===== config.mk =====
export PLATFORM = sky130hd
export DESIGN_NAME = i2c_regwin_target
export DESIGN_NICKNAME = d
export VERILOG_FILES = /design/src/rtl/i2ct_pkg.sv /design/src/rtl/i2ct_sync.sv /design/src/rtl/i2ct_link.sv /design/src/rtl/i2ct_regs.sv /design/src/rtl/i2c_regwin_target.sv
export SDC_FILE = /design/constraint.sdc
export NUM_CORES = 2
export LEC_CHECK = 0
export ABC_AREA = 1
export ABC_CLOCK_PERIOD_IN_PS = 6370
export BUFFER_PORTS_ARGS = -buffer_cell sky130_fd_sc_hd__buf_2
export CAP_MARGIN = 20
export CORE_MARGIN = 2
export CORE_UTILIZATION = 40
export CTS_CLUSTER_DIAMETER = 30
export DETAILED_ROUTE_END_ITERATION = 7
export PLACE_DENSITY_LB_ADDON = 0.3
export SLEW_MARGIN = 20
export SYNTH_ARGS = -nofsm -noshare
export SYNTH_HDL_FRONTEND = slang
export SYNTH_SLANG_ARGS = --single-unit

===== constraint.sdc =====
create_clock -name clk -period 6.37 [get_ports clk]
set_input_delay 0.9555 -clock clk [delete_from_list [all_inputs] [get_ports clk]]
set_output_delay 0.9555 -clock clk [all_outputs]
set_load 0.03 [all_outputs]

===== src/rtl/i2ct_pkg.sv =====
package i2ct_pkg;

    typedef enum logic [2:0] {
        ST_IDLE,
        ST_ADDR,
        ST_ADDR_ACK,
        ST_WR_BYTE,
        ST_WR_ACK,
        ST_RD_BYTE,
        ST_RD_ACK
    } link_state_t;

    localparam int unsigned BYTE_W = 8;

endpackage


===== src/rtl/i2ct_sync.sv =====
module i2ct_sync #(
    parameter int unsigned STAGES = 2
) (
    input  logic clk,
    input  logic rst_n,
    input  logic scl_i,
    input  logic sda_i,
    output logic scl_rise,
    output logic scl_fall,
    output logic sda_s,
    output logic start_det,
    output logic stop_det
);
    localparam int unsigned MSB = STAGES - 1;

    logic [MSB:0] scl_sh, sda_sh;
    logic         scl_q, sda_q, scl_s;

    always_ff @(posedge clk or negedge rst_n) begin
        if (!rst_n) begin
            scl_sh <= '1;
            sda_sh <= '1;
            scl_q  <= 1'b1;
            sda_q  <= 1'b1;
        end else begin
            scl_sh <= {scl_sh[MSB-1:0], scl_i};
            sda_sh <= {sda_sh[MSB-1:0], sda_i};
            scl_q  <= scl_sh[MSB];
            sda_q  <= sda_sh[MSB];
        end
    end

    assign scl_s     = scl_sh[MSB];
    assign sda_s     = sda_sh[MSB];
    assign scl_rise  = scl_s & ~scl_q;
    assign scl_fall  = ~scl_s & scl_q;
    assign start_det = scl_s & scl_q & sda_q & ~sda_s;
    assign stop_det  = scl_s & scl_q & ~sda_q & sda_s;

endmodule


===== src/rtl/i2ct_link.sv =====
module i2ct_link
    import i2ct_pkg::*;
#(
    parameter logic [6:0]  DEV_ADDR = 7'h08,
    parameter int unsigned AW       = 16
) (
    input  logic              clk,
    input  logic              rst_n,
    input  logic              scl_rise,
    input  logic              scl_fall,
    input  logic              sda_s,
    input  logic              start_det,
    input  logic              stop_det,
    input  logic [BYTE_W-1:0] rd_data,
    output logic [AW-1:0]     rd_addr,
    output logic              wr_en,
    output logic [AW-1:0]     wr_addr,
    output logic [BYTE_W-1:0] wr_data,
    output logic              sda_oe
);
    localparam logic [3:0] BITS_FULL = 4'd8;

    link_state_t       state_q, state_d;
    logic [3:0]        bit_cnt;
    logic [BYTE_W-1:0] shreg;
    logic [AW-1:0]     ptr_q;
    logic [1:0]        phase_q;
    logic              rw_q, nack_q;
    logic              byte_full, addr_hit;

    assign byte_full = (bit_cnt == BITS_FULL);
    assign addr_hit  = (shreg[7:1] == DEV_ADDR);
    assign rd_addr   = ptr_q;

    // state register
    always_ff @(posedge clk or negedge rst_n) begin
        if (!rst_n) state_q <= ST_IDLE;
        else        state_q <= state_d;
    end

    // transitions
    always_comb begin
        state_d = state_q;
        if (stop_det) begin
            state_d = ST_IDLE;
        end else if (start_det) begin
            state_d = ST_ADDR;
        end else begin
            unique case (state_q)
                ST_IDLE:     state_d = ST_IDLE;
                ST_ADDR:     if (scl_fall && byte_full) state_d = addr_hit ? ST_ADDR_ACK : ST_IDLE;
                ST_ADDR_ACK: if (scl_fall) state_d = rw_q ? ST_RD_BYTE : ST_WR_BYTE;
                ST_WR_BYTE:  if (scl_fall && byte_full) state_d = ST_WR_ACK;
                ST_WR_ACK:   if (scl_fall) state_d = ST_WR_BYTE;
                ST_RD_BYTE:  if (scl_fall && byte_full) state_d = ST_RD_ACK;
                ST_RD_ACK:   if (scl_fall) state_d = nack_q ? ST_IDLE : ST_RD_BYTE;
                default:     state_d = ST_IDLE;
            endcase
        end
    end

    // outputs and datapath
    always_ff @(posedge clk or negedge rst_n) begin
        if (!rst_n) begin
            bit_cnt <= '0;
            shreg   <= '0;
            ptr_q   <= '0;
            phase_q <= '0;
            rw_q    <= 1'b0;
            nack_q  <= 1'b0;
            sda_oe  <= 1'b0;
            wr_en   <= 1'b0;
            wr_addr <= '0;
            wr_data <= '0;
        end else begin
            wr_en <= 1'b0;
            if (stop_det) begin
                sda_oe <= 1'b0;
            end else if (start_det) begin
                sda_oe  <= 1'b0;
                bit_cnt <= '0;
            end else begin
                unique case (state_q)
                    ST_ADDR, ST_WR_BYTE: begin
                        if (scl_rise && !byte_full) begin
                            shreg   <= {shreg[BYTE_W-2:0], sda_s};
                            bit_cnt <= bit_cnt + 4'd1;
                        end
                        if (scl_fall && byte_full) begin
                            bit_cnt <= '0;
                            if (state_q == ST_ADDR) begin
                                rw_q   <= shreg[0];
                                sda_oe <= addr_hit;
                            end else begin
                                sda_oe <= 1'b1;
                                unique case (phase_q)
                                    2'd0: begin
                                        ptr_q[7:0] <= shreg;
                                        phase_q    <= 2'd1;
                                    end
                                    2'd1: begin
                                        ptr_q[AW-1:8] <= shreg;
                                        phase_q       <= 2'd2;
                                    end
                                    default: begin
                                        wr_en   <= 1'b1;
                                        wr_addr <= ptr_q;
                                        wr_data <= shreg;
                                        ptr_q   <= ptr_q + AW'(1);
                                    end
                                endcase
                            end
                        end
                    end
                    ST_ADDR_ACK: begin
                        if (scl_fall) begin
                            bit_cnt <= '0;
                            if (rw_q) begin
                                shreg  <= {rd_data[BYTE_W-2:0], 1'b0};
                                sda_oe <= ~rd_data[BYTE_W-1];
                            end else begin
                                sda_oe  <= 1'b0;
                                phase_q <= 2'd0;
                            end
                        end
                    end
                    ST_WR_ACK: begin
                        if (scl_fall) sda_oe <= 1'b0;
                    end
                    ST_RD_BYTE: begin
                        if (scl_rise && !byte_full) bit_cnt <= bit_cnt + 4'd1;
                        if (scl_fall) begin
                            if (byte_full) begin
                                sda_oe  <= 1'b0;
                                bit_cnt <= '0;
                                ptr_q   <= ptr_q + AW'(1);
                            end else begin
                                sda_oe <= ~shreg[BYTE_W-1];
                                shreg  <= {shreg[BYTE_W-2:0], 1'b0};
                            end
                        end
                    end
                    ST_RD_ACK: begin
                        if (scl_rise) nack_q <= sda_s;
                        if (scl_fall && !nack_q) begin
                            shreg  <= {rd_data[BYTE_W-2:0], 1'b0};
                            sda_oe <= ~rd_data[BYTE_W-1];
                        end
                    end
                    default: ;
                endcase
            end
        end
    end

endmodule


===== src/rtl/i2ct_regs.sv =====
module i2ct_regs
    import i2ct_pkg::*;
#(
    parameter int unsigned AW       = 16,
    parameter logic [15:0] IRQ_OFS  = 16'h0006,
    parameter logic [15:0] CTRL_OFS = 16'h0039,
    parameter logic [15:0] WIN_BASE = 16'hF000,
    parameter int unsigned WIN_LOG2 = 8
) (
    input  logic              clk,
    input  logic              rst_n,
    input  logic              wr_en,
    input  logic [AW-1:0]     wr_addr,
    input  logic [BYTE_W-1:0] wr_data,
    input  logic [AW-1:0]     rd_addr,
    output logic [BYTE_W-1:0] rd_data,
    output logic [BYTE_W-1:0] irq_stat,
    output logic              irq
);
    localparam int unsigned DEPTH    = 1 << WIN_LOG2;
    localparam int unsigned GO_BIT   = 0;
    localparam int unsigned HALT_BIT = 1;
    localparam int unsigned RESP_BIT = 0;
    localparam logic [AW-1:0] WIN_TAG = AW'(WIN_BASE) >> WIN_LOG2;

    logic [BYTE_W-1:0] mem [DEPTH];
    logic              running;
    logic              wr_win, rd_win;

    assign wr_win = ((wr_addr >> WIN_LOG2) == WIN_TAG);
    assign rd_win = ((rd_addr >> WIN_LOG2) == WIN_TAG);

    always_ff @(posedge clk or negedge rst_n) begin
        if (!rst_n) begin
            irq_stat <= '0;
            running  <= 1'b0;
        end else if (wr_en) begin
            if (wr_addr == AW'(IRQ_OFS)) begin
                irq_stat <= irq_stat & ~wr_data;
            end else if (wr_addr == AW'(CTRL_OFS)) begin
                if (wr_data[HALT_BIT]) begin
                    irq_stat <= '0;
                    running  <= 1'b0;
                end
                if (wr_data[GO_BIT]) begin
                    irq_stat[RESP_BIT] <= 1'b1;
                    running            <= 1'b1;
                end
            end
        end
    end

    always_ff @(posedge clk) begin
        if (wr_en && wr_win) mem[wr_addr[WIN_LOG2-1:0]] <= wr_data;
    end

    always_comb begin
        rd_data = '0;
        if (rd_addr == AW'(IRQ_OFS))       rd_data = irq_stat;
        else if (rd_addr == AW'(CTRL_OFS)) rd_data = {{(BYTE_W-1){1'b0}}, running};
        else if (rd_win)                   rd_data = mem[rd_addr[WIN_LOG2-1:0]];
    end

    assign irq = |irq_stat;

endmodule


===== src/rtl/i2c_regwin_target.sv =====
module i2c_regwin_target
    import i2ct_pkg::*;
#(
    parameter logic [6:0]  DEV_ADDR    = 7'h08,
    parameter int unsigned SYNC_STAGES = 2,
    parameter logic [15:0] IRQ_OFS     = 16'h0006,
    parameter logic [15:0] CTRL_OFS    = 16'h0039,
    parameter logic [15:0] WIN_BASE    = 16'hF000,
    parameter int unsigned WIN_LOG2    = 8
) (
    input  logic clk,
    input  logic rst_n,
    input  logic scl_i,
    input  logic sda_i,
    output logic sda_oe,
    output logic irq
);
    localparam int unsigned AW = 16;

    logic              scl_rise, scl_fall, sda_s, start_det, stop_det;
    logic              wr_en;
    logic [AW-1:0]     wr_addr, rd_addr;
    logic [BYTE_W-1:0] wr_data, rd_data, irq_stat;

    i2ct_sync #(.STAGES(SYNC_STAGES)) u_sync (
        .clk(clk), .rst_n(rst_n), .scl_i(scl_i), .sda_i(sda_i),
        .scl_rise(scl_rise), .scl_fall(scl_fall), .sda_s(sda_s),
        .start_det(start_det), .stop_det(stop_det)
    );

    i2ct_link #(.DEV_ADDR(DEV_ADDR), .AW(AW)) u_link (
        .clk(clk), .rst_n(rst_n), .scl_rise(scl_rise), .scl_fall(scl_fall),
        .sda_s(sda_s), .start_det(start_det), .stop_det(stop_det),
        .rd_data(rd_data), .rd_addr(rd_addr), .wr_en(wr_en),
        .wr_addr(wr_addr), .wr_data(wr_data), .sda_oe(sda_oe)
    );

    i2ct_regs #(
        .AW(AW), .IRQ_OFS(IRQ_OFS), .CTRL_OFS(CTRL_OFS),
        .WIN_BASE(WIN_BASE), .WIN_LOG2(WIN_LOG2)
    ) u_regs (
        .clk(clk), .rst_n(rst_n), .wr_en(wr_en), .wr_addr(wr_addr),
        .wr_data(wr_data), .rd_addr(rd_addr), .rd_data(rd_data),
        .irq_stat(irq_stat), .irq(irq)
    );

endmodule


* Word level (Yosys, flattened, before mapping)
Memories as Yosys holds them, arrays and structs flattened.
Index checks and enable logic that the tools add are counted.
Widths: inputs -> output; s select.
** Storage, ports and cells
- Bits in latches :: 0
- Bits in read-only memories :: 0
- Memory bits (writable) :: 2048
- Output and inout port bits :: 2
- Memories kept :: 1
- Input bits :: 4
- Flip-flop bits (word level) :: 76
** Memory list
- u_regs.mem :: words 256, bits a word 8, rd ports 1, clocked after memory_dff 0, write ports 1, RTL line i2ct_regs.sv:26 : logic [BYTE_W-1:0] mem [DEPTH];
** Operators by class
- Shift operators :: 0
- Divide/modulo/power cells :: 0
- Mux-type cells :: 67
- Reductions and logical operators :: 32
- Bitwise gates (word level) :: 20
- $add $sub $neg :: 2
- Eq/ne operators :: 38
- Multiply operators :: 0
- $lt $le $gt $ge :: 0
** Operator list (count)
- $mux 8 :: 12
- $mux 16 :: 4
- $ne 4x3->1 const B :: 9
- $eq 16x3->1 const B :: 2
- $eq 16x6->1 const B :: 2
- $pmux 16 s2 :: 1
- $pmux 8 s2 :: 2
- $pmux 8 s4 :: 1
- $mux 3 :: 10
- $mux 4 :: 6
- $reduce_and 8->1 :: 3
- $mux 1 :: 21
- $pmux 3 s6 :: 1
- $reduce_and 6->1 :: 3
- $add 16x1->16 const B :: 1
- $eq 8x8->1 const B :: 2
- $ne 2x1->1 const B :: 7
- $pmux 4 s3 :: 1
- $not 1->1 :: 11
- $mux 2 :: 5
- $ne 2x2->1 const B :: 5
- $reduce_bool 2->1 :: 5
- $eq 3x3->1 const B :: 3
- $reduce_and 3->1 :: 3
- other kinds (24) :: 39

* Longest topological paths before layout
- Depth in word-level cells :: 10
- Gate-level depth with buffers :: 20
- Mapped depth without buffers :: 17

* Hierarchy
Synthesis repeated with hierarchy kept, for this count alone.
** Unflattened totals
- Cells, all modules :: 7572
- Area total of the unflattened synthesis :: 87936.8 µm²
** Modules (own cells, without submodules)
- i2ct_regs :: cells each 7059, area an instance 84126.9 µm², seq. area each 61724.2 µm², times used 1
- i2ct_link :: cells each 496, area an instance 3611.0 µm², seq. area each 1526.5 µm², times used 1
- i2ct_sync :: cells each 17, area an instance 198.9 µm², seq. area each 157.7 µm², times used 1

* Least setup slack after synthesis
OpenSTA, ideal clock, no wires.
- Path type :: reg2reg
- Start point :: register u_link.wr_data[1]
- End point :: register u_regs.irq_stat[0]
- Data required time :: 6227 ps
- Data arrival time :: 3914 ps
- Setup time :: 143 ps
- Clock period less this slack :: 4056 ps
- Buffers on the path :: 0
- Cell stages (with the launch flop) :: 4
- Setup slack :: 2314 ps
- Cell sequence :: dfrtp_1 nor2_1 o311ai_0 o21ai_0
** On the way
- Cells in the longest elaborated chain, start to end :: 2
** RTL lines
- start: declaration :: RTL line i2ct_link.sv:18 : output logic [BYTE_W-1:0] wr_data,
- start signal: assignment :: RTL line i2ct_link.sv:108 : wr_data <= shreg;
- $reduce_bool 3->1 (no source line)
- $reduce_and 3->1 (no source line)
- end signal: assignment :: RTL line i2ct_regs.sv:39 : irq_stat <= irq_stat & ~wr_data;
- end: declaration :: RTL line i2ct_regs.sv:17 : output logic [BYTE_W-1:0] irq_stat,
Every way passes these cells.
A chain may end at the register's enable or synchronous reset.

* Worst setup path in the final report
- Start point :: register u_link.ptr_q[1], in the netlist u_link.rd_addr[1]
- End point :: register u_link.shreg[4]
** On the way
- Cells in the longest elaborated chain, start to end :: 7
** RTL lines
- start: declaration :: RTL line i2ct_link.sv:26 : logic [AW-1:0] ptr_q;
- start signal: assignment :: RTL line i2ct_link.sv:98 : ptr_q[7:0] <= shreg;
- start signal: indexed assignment :: RTL line i2ct_link.sv:102 : ptr_q[AW-1:8] <= shreg;
- start signal: assignment :: RTL line i2ct_link.sv:109 : ptr_q <= ptr_q + AW'(1);
- $mem_v2 256x8
- $mux 8 :: RTL line i2ct_regs.sv:61 : else if (rd_win) rd_data = mem[rd_addr[WIN_LOG2-1:0]];
- $mux 8 :: RTL line i2ct_regs.sv:60 : else if (rd_addr == AW'(CTRL_OFS)) rd_data = {{(BYTE_W-1){1'b0}}, running};
- $mux 8 (*) :: RTL line i2ct_regs.sv:59 : if (rd_addr == AW'(IRQ_OFS)) rd_data = irq_stat;
- $mux 8 :: RTL line i2ct_link.sv:118 : if (rw_q) begin
- $mux 8 :: RTL line i2ct_link.sv:116 : if (scl_fall) begin
- $pmux 8 s4 (*) :: RTL line i2ct_link.sv:83 : unique case (state_q)
- end signal: assignment :: RTL line i2ct_link.sv:86 : shreg <= {shreg[BYTE_W-2:0], sda_s};
- end signal: assignment :: RTL line i2ct_link.sv:119 : shreg <= {rd_data[BYTE_W-2:0], 1'b0};
- end signal: assignment :: RTL line i2ct_link.sv:139 : shreg <= {shreg[BYTE_W-2:0], 1'b0};
- end: declaration :: RTL line i2ct_link.sv:25 : logic [BYTE_W-1:0] shreg;
Every way passes the cells marked *; elsewhere a longest branch is shown, timed or not. The select of a mux whose other input is x is not followed.

==> impl_metrics.toml <==
[outcome]
status = "complete, no violations"

[yosys]
postSynthAreaPerCell_um2 = 11.2
syn-cell-area_mm2 = 0.0872
yosys.area_share.xor_xnor = 0.000803
synth_seq_cells = 2124
synth_top_family_by_area = "simple AND/OR/NAND/NOR gates"
synth_nets = 7809
yosys.area_share.simple = 0.160
synthMuxAreaShare = 0.000115
ys.warnings.count = 0
synth-seq-area-share = 0.727
synth_fa_ha_area_frac = 0.000717
synth-compound-area-share = 0.0797
synth_cell_types = 46
syn-instance-count = 7800

[drt]
drtPass1Iterations = 7
ant_nets = 0
drt_iter0_drc = 7403
post_drt_via_cell_ratio = 5.37
vias = 59600
routed_wl_um = 252000
wl_per_cell_um = 22.7
drc = 0

[cts]
hold_buffers = 1
post_cts_resized = 0
clk_pin_slew_ps = 50
clock-root-buffer = "clkbuf_16"
cts_buffers = 438
cts_tree = "built"
clock-sinks = 2124
htreeDepth = 5
post-cts-setup-buffers = 0
clk_path_buf_depth = 4
insertion_delay_ps = 960

[floorplanning]
dieHeight_um = 471
core_area_mm2 = 0.217
placementRows = 171
die-area_mm2 = 0.222
io_pins = 6
fp.dieW_um = 471
initial_utilization = 0.402

[timing]
report.final.slew_viol_count = 0
tightest_slew_ps = 1240
relSlewSlack = 0.171
finalCritPeriodShare = 0.683
final_hold_viol_count = 0
finalSetupViolations = 0
rsz0062_at_grt = "no"
finalSetupTns_ps = 0
skew_ps = 89.7
worst_hold_slack_ps = 105
layout_min_cycle_time_ps = 4350
clock.fmax_ghz = 0.230
setup_ws_ps = 2020

[critical_path]
cpMostUsedCell = "nand2_1"
crit_type = "reg -> reg"
reg2reg_from = "u_link.rd_addr[1]"
cpPeakStageDelay_ps = 770
regToRegEndpoint = "u_link.shreg[4]"
crit_family = "simple AND/OR/NAND/NOR gates"
r2r_cells = 17
required_ps = 7200
end_kind = "flop"
path_buf_inv = 2
cp-start-kind = "flop"
crit_path_top_delay_cell = "buf_4"
cp_max_fo = 143
critPathArrivalTime_ps = 5180
reg2reg_slack_ps = 2020
cp_cell_sequence = "buf_12 -> buf_4 -> nor2_1 -> o21ai_0 -> nand2_1 -> nand2_1 -> nand2_1 -> nor2_1 -> nor2_1 -> nor2_1 -> nand2_1 -> nand2_1 -> nand2_1 -> o21ai_1 -> nand3_1 -> nand2_1 -> nand2_1"

[worst_hold_path]
whs_endpoint = "u_sync.sda_sh[0]"
hold_path_class = "in -> reg"
hold_depth = 1
min_from = "sda_i"

[final_layout]
syn_to_final_growth_pct = 20.3
fin_area_mm2 = 0.105
stdcell_count = 11100
fin_nets = 7900
layout-drive-gt1-share = 0.0987
fillCellCount = 19000

[run]
drv_cap = 0

[place]
place_congestion = 0.980
dp.cells = 10300
port_buffers = 5
pre_cts_slack_ps = 2300
hpwl_um = 138000
placed_cell_area_mm2 = 0.0899

[power]
combPwrFrac = 0.008
peakVddDrop_uv = 249
p_leak_nw = 38.0
powerDensity_mw_per_mm2 = 367
swShare = 0.194
clockPowerShare = 0.597
internal_power_w = 0.0310
pwr-share-seq = 0.395
p_sw_w = 0.00749

[global_routing]
track_usage = 0.222
antenna_found_initial = 6
grt_pass1_wl_um = 374000
overflow = 0
grt_start_max_net_pins = 189
first_global_vias = 58100
[worst register-to-register path, delay by kind of cell (launching register included)]
family,cells,cell delay [ps]
simple gates,13,1880
flops,1,550
compound gates,2,270
buf+inv,2,1500
[per-stage QoR]
stage                     utilization  total power [W]
after floorplan                     -           0.0156
after global placement          0.415           0.0158
after detailed placement        0.415           0.0158
after CTS                       0.483           0.0387
after global routing            0.484           0.0394
final                           0.484           0.0385
[power groups by stage]
stage / registers (W) / logic, W / clock network [W]
global route: 0.0152 / 0.000344 / 0.0239
floorplan: 0.0154 / 0.000197 / 0
global placement: 0.0155 / 0.000294 / 0
detailed placement: 0.0155 / 0.000302 / 0
CTS: 0.0152 / 0.000306 / 0.0232
finish: 0.0152 / 0.000319 / 0.0230
[flip-flops by register name, indices dropped and copies added (netlist names), 3 cells and up]
register         count
u_link.rd_addr      16
u_regs.mem        2048
u_link.wr_data       8
u_link.state_q       3
u_regs.irq_stat      8
u_link.bit_cnt       4
u_link.shreg         8
u_link.wr_addr      16
[cell usage in the layout (no fill, tap or decap), types with 6 or more instances in the layout]
cell type   count
nor2_1       2064
edfxtp_1     2048
nand2_1      1437
o21ai_0       995
clkbuf_16     445
inv_1         201
o21ai_1       184
o22ai_1        97
nand3_1        89
bufinv_16      77
buf_4          74
clkinv_1       72
clkinv_2       68
dfrtp_1        60
clkbuf_1       55
a21oi_1        39
clkinvlp_4     35
buf_12         21
clkinv_4       20
nand4_1        19
nand2_2        13
nor3_1         11
dfrtp_4        10
nor4_1          9
inv_6           9
xor2_1          8
clkbuf_8        7
dfstp_2         6
[cells by family after synthesis]
family,count (synthesis)
AOI/OAI and AO/OA,1346
DFF,2124
adders and majority gates,5
xor gates and xnor gates,8
muxes,1
and+or+nand+nor,3659
buffers and inverters,657
[worst max path at each step]
stage	startpoint	to	slack [ps]	depth (start not counted)
floorplan	u_link.wr_data[1]	u_regs.irq_stat[0]	2310	3
global placement	u_link.rd_addr[0]	u_link.shreg[1]	2240	18
detailed placement	u_link.rd_addr[0]	u_link.shreg[1]	2300	18
CTS	u_link.rd_addr[0]	u_link.shreg[1]	2290	18
global route	u_link.rd_addr[0]	u_link.shreg[1]	1880	17
finish	u_link.rd_addr[1]	u_link.shreg[4]	2020	17
[area by class of cell]
class                           instances  area (µm²)  share of cell area
Sequential cell                      2124       63400               0.605
Multi-Input combinational cell       5019       21100               0.201
Clock buffer                          507       11400               0.109
Tap cell                             2854        3570              0.0340
Clock inverter                        283        3500              0.0334
Timing Repair Buffer                  100        1010             0.00959
Inverter                              208         798             0.00761
Antenna cell                            1        2.50           0.0000239
[synth_stat cells, drive strengths merged]
cell type	instances	area share
a2111oi	1	0.00010
a211oi	4	0.00034
a21boi	5	0.00043
a21o	1	0.000086
a21oi	39	0.0022
a22o	1	0.00010
a2bb2oi	2	0.00020
a311oi	1	0.00010
a31oi	2	0.00014
a32oi	1	0.00010
and3	1	0.000072
buf	233	0.013
clkbuf	216	0.0093
clkinv	2	0.000086
dfrtp	70	0.020
dfstp	6	0.0018
edfxtp	2048	0.70
ha	5	0.00072
inv	206	0.0089
mux2i	1	0.00011
nand2	1451	0.062
nand3	90	0.0052
nand3b	2	0.00017
nand4	19	0.0014
nor2	2072	0.089
nor3	14	0.00098
nor4	9	0.00065
o2111ai	3	0.00030
o211ai	5	0.00043
o21ai	1179	0.068
o21ba	1	0.00011
o221ai	1	0.00010
o22ai	97	0.0070
o311ai	1	0.00010
o31ai	1	0.000086
o32ai	1	0.00010
or2	1	0.000072
xor2	8	0.00080
[layer usage]
layer / GRT usage / vias to the layer above / part of all wire
li1: - / 27200 / -
met5: 0 / - / 0.000052
met3: 0.0502 / 602 / 0.090
met1: 0.306 / 29100 / 0.42
met2: 0.337 / 2721 / 0.45
met4: 0.0991 / 2 / 0.045
(Power assumes the default switching activity.)
